==> src/rtl/swcfg_pkg.sv <==
package swcfg_pkg;

    localparam int CNT_W    = 5;
    localparam int CODE_MAX = 23;

    typedef struct packed {
        logic       agc;
        logic       gain_hi;
        logic [2:0] thd;
        logic       clip_only;
        logic [2:0] plim;
    } cfg_t;

    localparam cfg_t CFG_DEFAULT = '{agc: 1'b1, gain_hi: 1'b1, thd: 3'd0,
                                     clip_only: 1'b0, plim: 3'd7};

    typedef enum logic [1:0] {
        ST_OFF  = 2'd0,
        ST_WAKE = 2'd1,
        ST_RUN  = 2'd2
    } pwr_state_e;

endpackage

==> src/rtl/swcfg_sync.sv <==
module swcfg_sync #(
    parameter int STAGES = 2
) (
    input  logic clk,
    input  logic rst_n,
    input  logic async_i,
    output logic sync_o
);
    logic [STAGES-1:0] chain_q;
    logic [STAGES-1:0] chain_d;

    generate
        if (STAGES == 1) begin : g_single
            always_comb chain_d = async_i;
        end else begin : g_multi
            always_comb chain_d = {chain_q[STAGES-2:0], async_i};
        end
    endgenerate

    always_ff @(posedge clk or negedge rst_n) begin
        if (!rst_n) chain_q <= '0;
        else        chain_q <= chain_d;
    end

    assign sync_o = chain_q[STAGES-1];
endmodule

==> src/rtl/swcfg_seq.sv <==
module swcfg_seq
    import swcfg_pkg::*;
#(
    parameter int VALID_CYC = 6720,
    parameter int SHDN_CYC  = 6720,
    parameter int WAKE_CYC  = 9600
) (
    input  logic             clk,
    input  logic             rst_n,
    input  logic             line_i,
    output logic             amp_en_o,
    output logic             load_o,
    output logic             apply_o,
    output logic [CNT_W-1:0] apply_cnt_o
);
    localparam int HW = $clog2(VALID_CYC + 1);
    localparam int LW = $clog2(SHDN_CYC + 1);
    localparam int WW = $clog2(WAKE_CYC + 1);
    localparam logic [HW-1:0]    HI_LAST  = HW'(VALID_CYC - 1);
    localparam logic [HW-1:0]    HI_SAT   = HW'(VALID_CYC);
    localparam logic [LW-1:0]    LO_LAST  = LW'(SHDN_CYC - 1);
    localparam logic [LW-1:0]    LO_SAT   = LW'(SHDN_CYC);
    localparam logic [WW-1:0]    WK_LAST  = WW'(WAKE_CYC - 1);
    localparam logic [CNT_W-1:0] CNT_TOP  = '1;

    typedef struct packed {
        pwr_state_e       state;
        logic             line_prev;
        logic [CNT_W-1:0] cnt;
        logic [HW-1:0]    hi_run;
        logic [LW-1:0]    lo_run;
        logic [WW-1:0]    wk_run;
    } seq_t;

    seq_t q, d;
    logic rise;
    logic lo_expired;

    always_comb begin
        d           = q;
        load_o      = 1'b0;
        apply_o     = 1'b0;
        apply_cnt_o = q.cnt;
        rise        = line_i & ~q.line_prev;
        lo_expired  = ~line_i & (q.lo_run == LO_LAST);
        d.line_prev = line_i;

        if (line_i) d.hi_run = (q.hi_run == HI_SAT) ? q.hi_run : q.hi_run + 1'b1;
        else        d.hi_run = '0;
        if (!line_i) d.lo_run = (q.lo_run == LO_SAT) ? q.lo_run : q.lo_run + 1'b1;
        else         d.lo_run = '0;

        unique case (q.state)
            ST_OFF: begin
                if (rise) begin
                    d.state  = ST_WAKE;
                    d.wk_run = '0;
                    d.cnt    = '0;
                    load_o   = 1'b1;
                end
            end
            ST_WAKE: begin
                d.wk_run = q.wk_run + 1'b1;
                if (lo_expired)                d.state = ST_OFF;
                else if (q.wk_run == WK_LAST)  d.state = ST_RUN;
            end
            ST_RUN: begin
                if (rise && q.cnt != CNT_TOP) d.cnt = q.cnt + 1'b1;
                if (line_i && q.hi_run == HI_LAST && q.cnt != '0) begin
                    apply_o = 1'b1;
                    d.cnt   = '0;
                end
                if (lo_expired) begin
                    d.state = ST_OFF;
                    d.cnt   = '0;
                end
            end
            default: d.state = ST_OFF;
        endcase
    end

    always_ff @(posedge clk or negedge rst_n) begin
        if (!rst_n) begin
            q <= '{state: ST_OFF, line_prev: 1'b0, cnt: '0,
                   hi_run: '0, lo_run: '0, wk_run: '0};
        end else begin
            q <= d;
        end
    end

    assign amp_en_o = (q.state == ST_RUN);

    // shutdown is only ever entered after the line was sampled low
    p_shdn_after_low_r3: assert property (@(posedge clk) disable iff (!rst_n)
        $fell(amp_en_o) |-> $past(!line_i));

    // the amplifier is only switched on out of the wake-up interval
    p_enable_from_wake_r2: assert property (@(posedge clk) disable iff (!rst_n)
        $rose(amp_en_o) |-> $past(q.state == ST_WAKE));
endmodule

==> src/rtl/swcfg_table.sv <==
module swcfg_table
    import swcfg_pkg::*;
(
    input  logic             clk,
    input  logic             rst_n,
    input  logic             load_i,
    input  logic             apply_i,
    input  logic [CNT_W-1:0] cnt_i,
    output cfg_t             cfg_o
);
    cfg_t cfg_q, cfg_d;

    always_comb begin
        cfg_d = cfg_q;
        if (load_i) begin
            cfg_d = CFG_DEFAULT;
        end else if (apply_i) begin
            unique case (cnt_i)
                5'd1:  cfg_d.agc       = 1'b0;
                5'd2:  cfg_d.agc       = 1'b1;
                5'd3:  cfg_d           = CFG_DEFAULT;
                5'd4:  cfg_d.gain_hi   = 1'b0;
                5'd5:  cfg_d.gain_hi   = 1'b1;
                5'd6, 5'd7, 5'd8, 5'd9, 5'd10, 5'd11, 5'd12, 5'd13:
                       cfg_d.thd       = cnt_i[2:0] - 3'd6;
                5'd14: cfg_d.clip_only = 1'b0;
                5'd15: cfg_d.clip_only = 1'b1;
                5'd16, 5'd17, 5'd18, 5'd19, 5'd20, 5'd21, 5'd22, 5'd23:
                       cfg_d.plim      = cnt_i[2:0];
                default: cfg_d = cfg_q;
            endcase
        end
    end

    always_ff @(posedge clk or negedge rst_n) begin
        if (!rst_n) cfg_q <= CFG_DEFAULT;
        else        cfg_q <= cfg_d;
    end

    assign cfg_o = cfg_q;

    // an oversize count leaves every field untouched
    p_oversize_ignored_r11: assert property (@(posedge clk) disable iff (!rst_n)
        (apply_i && !load_i && cnt_i > 5'(CODE_MAX)) |=> $stable(cfg_q));

    // the AGC is only ever switched off by its own code
    p_agc_off_code_r5: assert property (@(posedge clk) disable iff (!rst_n)
        $fell(cfg_q.agc) |-> $past(apply_i && cnt_i == 5'd1));

    // the gain only goes up through its code, the default code, or a reload
    p_gain_up_source_r7: assert property (@(posedge clk) disable iff (!rst_n)
        $rose(cfg_q.gain_hi) |-> $past(load_i || (apply_i && (cnt_i == 5'd5 || cnt_i == 5'd3))));
endmodule

==> src/rtl/swcfg_decoder.sv <==
module swcfg_decoder
    import swcfg_pkg::*;
#(
    parameter int CLK_KHZ     = 19200,
    parameter int VALID_US    = 350,
    parameter int SHDN_US     = 350,
    parameter int WAKE_US     = 500,
    parameter int SYNC_STAGES = 2
) (
    input  logic       clk,
    input  logic       rst_n,
    input  logic       ctl_pin,
    output logic       amp_en,
    output logic       agc_en,
    output logic       gain_hi,
    output logic [2:0] thd_code,
    output logic       clip_only,
    output logic [2:0] plim_code
);
    localparam int VALID_CYC = (CLK_KHZ * VALID_US) / 1000;
    localparam int SHDN_CYC  = (CLK_KHZ * SHDN_US) / 1000;
    localparam int WAKE_CYC  = (CLK_KHZ * WAKE_US) / 1000;

    logic             line;
    logic             load;
    logic             apply;
    logic [CNT_W-1:0] apply_cnt;
    cfg_t             cfg;

    swcfg_sync #(.STAGES(SYNC_STAGES)) u_sync (
        .clk     (clk),
        .rst_n   (rst_n),
        .async_i (ctl_pin),
        .sync_o  (line)
    );

    swcfg_seq #(
        .VALID_CYC (VALID_CYC),
        .SHDN_CYC  (SHDN_CYC),
        .WAKE_CYC  (WAKE_CYC)
    ) u_seq (
        .clk         (clk),
        .rst_n       (rst_n),
        .line_i      (line),
        .amp_en_o    (amp_en),
        .load_o      (load),
        .apply_o     (apply),
        .apply_cnt_o (apply_cnt)
    );

    swcfg_table u_table (
        .clk     (clk),
        .rst_n   (rst_n),
        .load_i  (load),
        .apply_i (apply),
        .cnt_i   (apply_cnt),
        .cfg_o   (cfg)
    );

    assign agc_en    = cfg.agc;
    assign gain_hi   = cfg.gain_hi;
    assign thd_code  = cfg.thd;
    assign clip_only = cfg.clip_only;
    assign plim_code = cfg.plim;

    // settings move only one cycle after the synchronised line was high
    p_change_needs_high_r4: assert property (@(posedge clk) disable iff (!rst_n)
        !$stable(cfg) |-> $past(line));
endmodule

==> config.mk <==
export PLATFORM = sky130hd
export DESIGN_NAME = swcfg_decoder
export DESIGN_NICKNAME = d
export VERILOG_FILES = /design/src/rtl/swcfg_pkg.sv /design/src/rtl/swcfg_sync.sv /design/src/rtl/swcfg_seq.sv /design/src/rtl/swcfg_table.sv /design/src/rtl/swcfg_decoder.sv
export SDC_FILE = /design/constraint.sdc
export NUM_CORES = 1
export LEC_CHECK = 0
export BUFFER_PORTS_ARGS = -buffer_cell sky130_fd_sc_hd__buf_2
export CAP_MARGIN = 20
export CORE_MARGIN = 1
export CORE_UTILIZATION = 50
export DETAILED_ROUTE_END_ITERATION = 10
export PLACE_DENSITY = 0.68
export SYNTH_ARGS = -nofsm -noshare
export SYNTH_HDL_FRONTEND = slang
export SYNTH_SLANG_ARGS = --single-unit
==> constraint.sdc <==
create_clock -name clk -period 2.6 [get_ports clk]
set_clock_uncertainty 0.2 [all_clocks]
set_input_delay 0.78 -clock clk [delete_from_list [all_inputs] [get_ports clk]]
set_output_delay 0.78 -clock clk [all_outputs]
set_load 0.005 [all_outputs]
==> key figures <==
Run status
  • Status: finished clean

Layout
  • Final instance area: 3550 um^2
  • Antenna Cells: 0
  • Utilization after layout: 0.596
  • Share of layout cells above drive strength 1: 0.128
  • # nets final: 355
  • Area grow syn2layout: 14.0%
  • Fillers: 496

Worst setup path
  • Critical Path Max Stage Delay: 0.43 ns
  • Req. time, crit path: 1.62 ns
  • CP top delay family: flip-flops
  • Critical-path top delay cell: dfrtp_1
  • WS Path Type: flip-flop to primary output
  • Arrival time of the worst setup path: 1.40 ns
  • Worst path bufs/invs: 2
  • Crit-path cells: nand2b_1 -> inv_1 -> buf_2
  • Worst setup EP type: primary output
  • Worst-path fanout max: 7
  • CP Launch Type: flip-flop

Global route
  • Met2 global-route usage: 0.327
  • Largest net degree at the start of global routing: 23
  • Grt total ovfl: 0
  • Vias in the first global route: 2214
  • Initial antenna violation count: 0
  • Grt met3 use: 0.0506
  • First-pass GRT wire length: 10200 um
  • GR met1 Demand/Resource: 0.270
  • Total global-route track usage: 0.207
  • Top Usage Layer GRT: met2

STA
  • Final min period: 2.38 ns
  • Unrepaired setup endpoints after global routing: false
  • Fin Setup TNS: 0 ns
  • Final Max Slew Viols: 0
  • Setup ws final: 0.220 ns
  • Final setup fails: 0
  • Worst slew margin: 0.600
  • Worst slew pin tran: 0.599 ns
  • Max Clk Rate: 0.420 GHz
  • Final Cycle Share: 0.915
  • Final Hold Fails: 0

Floorplanning
  • Die height: 80.9 um
  • I/O pin cnt: 13
  • Die span in x: 80.9 um
  • CORE AREA: 5960 um^2
  • Die Area: 6550 um^2
  • Row cnt: 28
  • Starting density of the core: 0.523

Clock tree
  • Clk Latency, worst-skew pair: 0.34 ns
  • CTS tree: done
  • Register clock-pin slew on the reported worst setup and hold paths: 0.07 ns
  • Num CTS Buffers: 9
  • Root buffer selected by CTS: clkbuf_8
  • H-tree depth: 3
  • Post-CTS setup buffers: 0
  • Clock Tree Buf Depth: 2
  • # clock sinks: 59

Synthesis
  • Ys flop type: dfrtp_1
  • Synthesized area per cell: 9.70 um^2
  • Cell area after synthesis: 3110 um^2
  • Fraction of registers with async set/reset: 1.00
  • Post-synthesis net count: 336
  • Seq/Total Area, Yosys: 0.476
  • Synth unique cells: 45
  • Number of flops mapped to enable cells by yosys: 0
  • Ys Warns: 0
  • Cells after synthesis: 321
  • Count of state elements after synthesis: 59

Routing
  • Via/cell ratio: 5.77
  • DRT Pass-1 Iters: 4
  • Via count: 2425
  • Final wirelength: 5920 um
  • DR WL/cell: 14.1 um
  • Starting DRT DRC Count: 106
  • Antenna Nets Post-Route: 0
  • Drt drc: 0

Power and ir drop
  • Maximum VDD drop: 408 uV
  • Power density cells: 641 nW/um^2
  • P_leak: 0.00160 uW

Place
  • IO Port Bufs: 12
  • Pre-CTS setup slack: 0.271 ns
  • Placed Area: 3280 um^2
  • Routability Congestion: 0.805
  • Detail Placement HPWL: 4150 um

Flow run
  • Max Cap Viol: 0

Worst hold path
  • Worst Hold Class: flip-flop to flip-flop
## cell type report
cell class	instances	area (um^2)	share of cell area
multi-input cells	239	1550	0.437
flip-flops and latches	59	1480	0.418
clock buffers	12	165	0.0465
repair buffers	17	110	0.0310
clock inverters	4	95.1	0.0268
well taps	75	93.8	0.0264
inverters	14	52.6	0.0148
## worst paths after layout
path | start | to | slack, ns | depth (start not counted)
max | u_seq.q[46]$_DFFE_PN0P_ | amp_en | 0.22 | 3
min in group asynchronous | rst_n | u_seq.q[7]$_DFFE_PN0P_ | 0.22 | 1
max reg2reg | u_seq.apply_cnt_o[1]$_DFFE_PN0P_ | u_table.cfg_o[8]$_DFFE_PN1P_ | 0.24 | 7
min reg2reg | u_sync.chain_q[0]$_DFF_PN0_ | u_sync.chain_q[1]$_DFF_PN0_ | 0.15 | 0
min | u_sync.chain_q[0]$_DFF_PN0_ | u_sync.chain_q[1]$_DFF_PN0_ | 0.15 | 0
max in group asynchronous | rst_n | u_seq.q[17]$_DFFE_PN0P_ | 1.43 | 2
## layout by cell type, fill, tap and decap left out, drive strengths merged, types with 2 or more instances in the layout
cell type / instances
a21boi: 2
o31ai: 3
dfrtp: 54
a21oi: 11
and4: 4
bufinv: 3
and3: 9
nor4b: 5
buf: 17
nand2: 29
o22ai: 5
xnor2: 10
nand2b: 5
nor2: 25
and2: 10
nor4: 2
clkbuf: 12
or3: 5
nand3: 26
nand3b: 4
mux2i: 8
nor2b: 3
dfstp: 5
nor3: 5
nand4: 9
nor3b: 2
nand4b: 2
inv: 14
or4: 2
xor2: 9
o21ai: 20
o211ai: 2
ha: 12
## metal layers
layer	vias up	part of all wire
li1	1181	-
met1	1175	0.48
met2	58	0.46
met3	11	0.033
met4	0	0.020
met5	-	0
## synth_stat cells, types with 5 or more instances
library cell   n  area share
nand2b_1       5       0.010
o22ai_1        5       0.010
o21ai_0       20       0.032
xnor2_1       10       0.028
dfstp_2        5       0.042
ha_1          12       0.048
a21oi_1       11       0.018
clkbuf_1       9       0.011
inv_1         14       0.017
and2_1        10       0.020
nand2_1       29       0.035
mux2i_1        8       0.026
dfrtp_1       54        0.43
or3_1          5       0.010
nor2_1        25       0.030
nand4_1        8       0.016
xor2_1         9       0.025
nor3_1         5      0.0080
nand3_1       25       0.040
and3_1         9       0.018
## timing repair
item,in CTS,in global routing
gates resized for setup,0,1
endpoints found under the setup margin,0,1
hold buffers,0,0
## cells by family (layout without fill, tap and decap cells)
logic type                 count (synthesis)  in the layout  synth area share
AOI/OAI and AO/OA                         48             48            0.0892
xor gates and xnor gates                  19             19            0.0534
adders and majority gates                 12             12            0.0482
buffers and inverters                     23             47            0.0277
DFF                                       59             59             0.476
muxes                                      8              8            0.0257
and+or+nand+nor                          152            152             0.280
## flip-flops by register name, summed over array words and instances, names as in the netlist
signal             flops
u_seq.apply_cnt_o      5
u_seq.q               43
u_sync.chain_q         2
u_table.cfg_o          9
## metrics by stage
| stage | power (uW) | hold WS (ns) | cells |
|---|---|---|---|
| after floorplan | 1150 | 0.131 | 321 |
| final | 2270 | 0.153 | 420 |
| after detailed placement | 1230 | 0.142 | 404 |
| after global routing | 2370 | 0.168 | 420 |
| after global placement | 1220 | 0.133 | 404 |
| after CTS | 2300 | 0.156 | 420 |
## report_power, final
group | internal (uW) | switching [uW] | total [uW]
combinational | 68.8 | 97.2 | 166
sequential | 983 | 53.4 | 1040
clock | 714 | 359 | 1070
total | 1770 | 509 | 2270
Note: power is estimated with default switching activity, not from simulation.
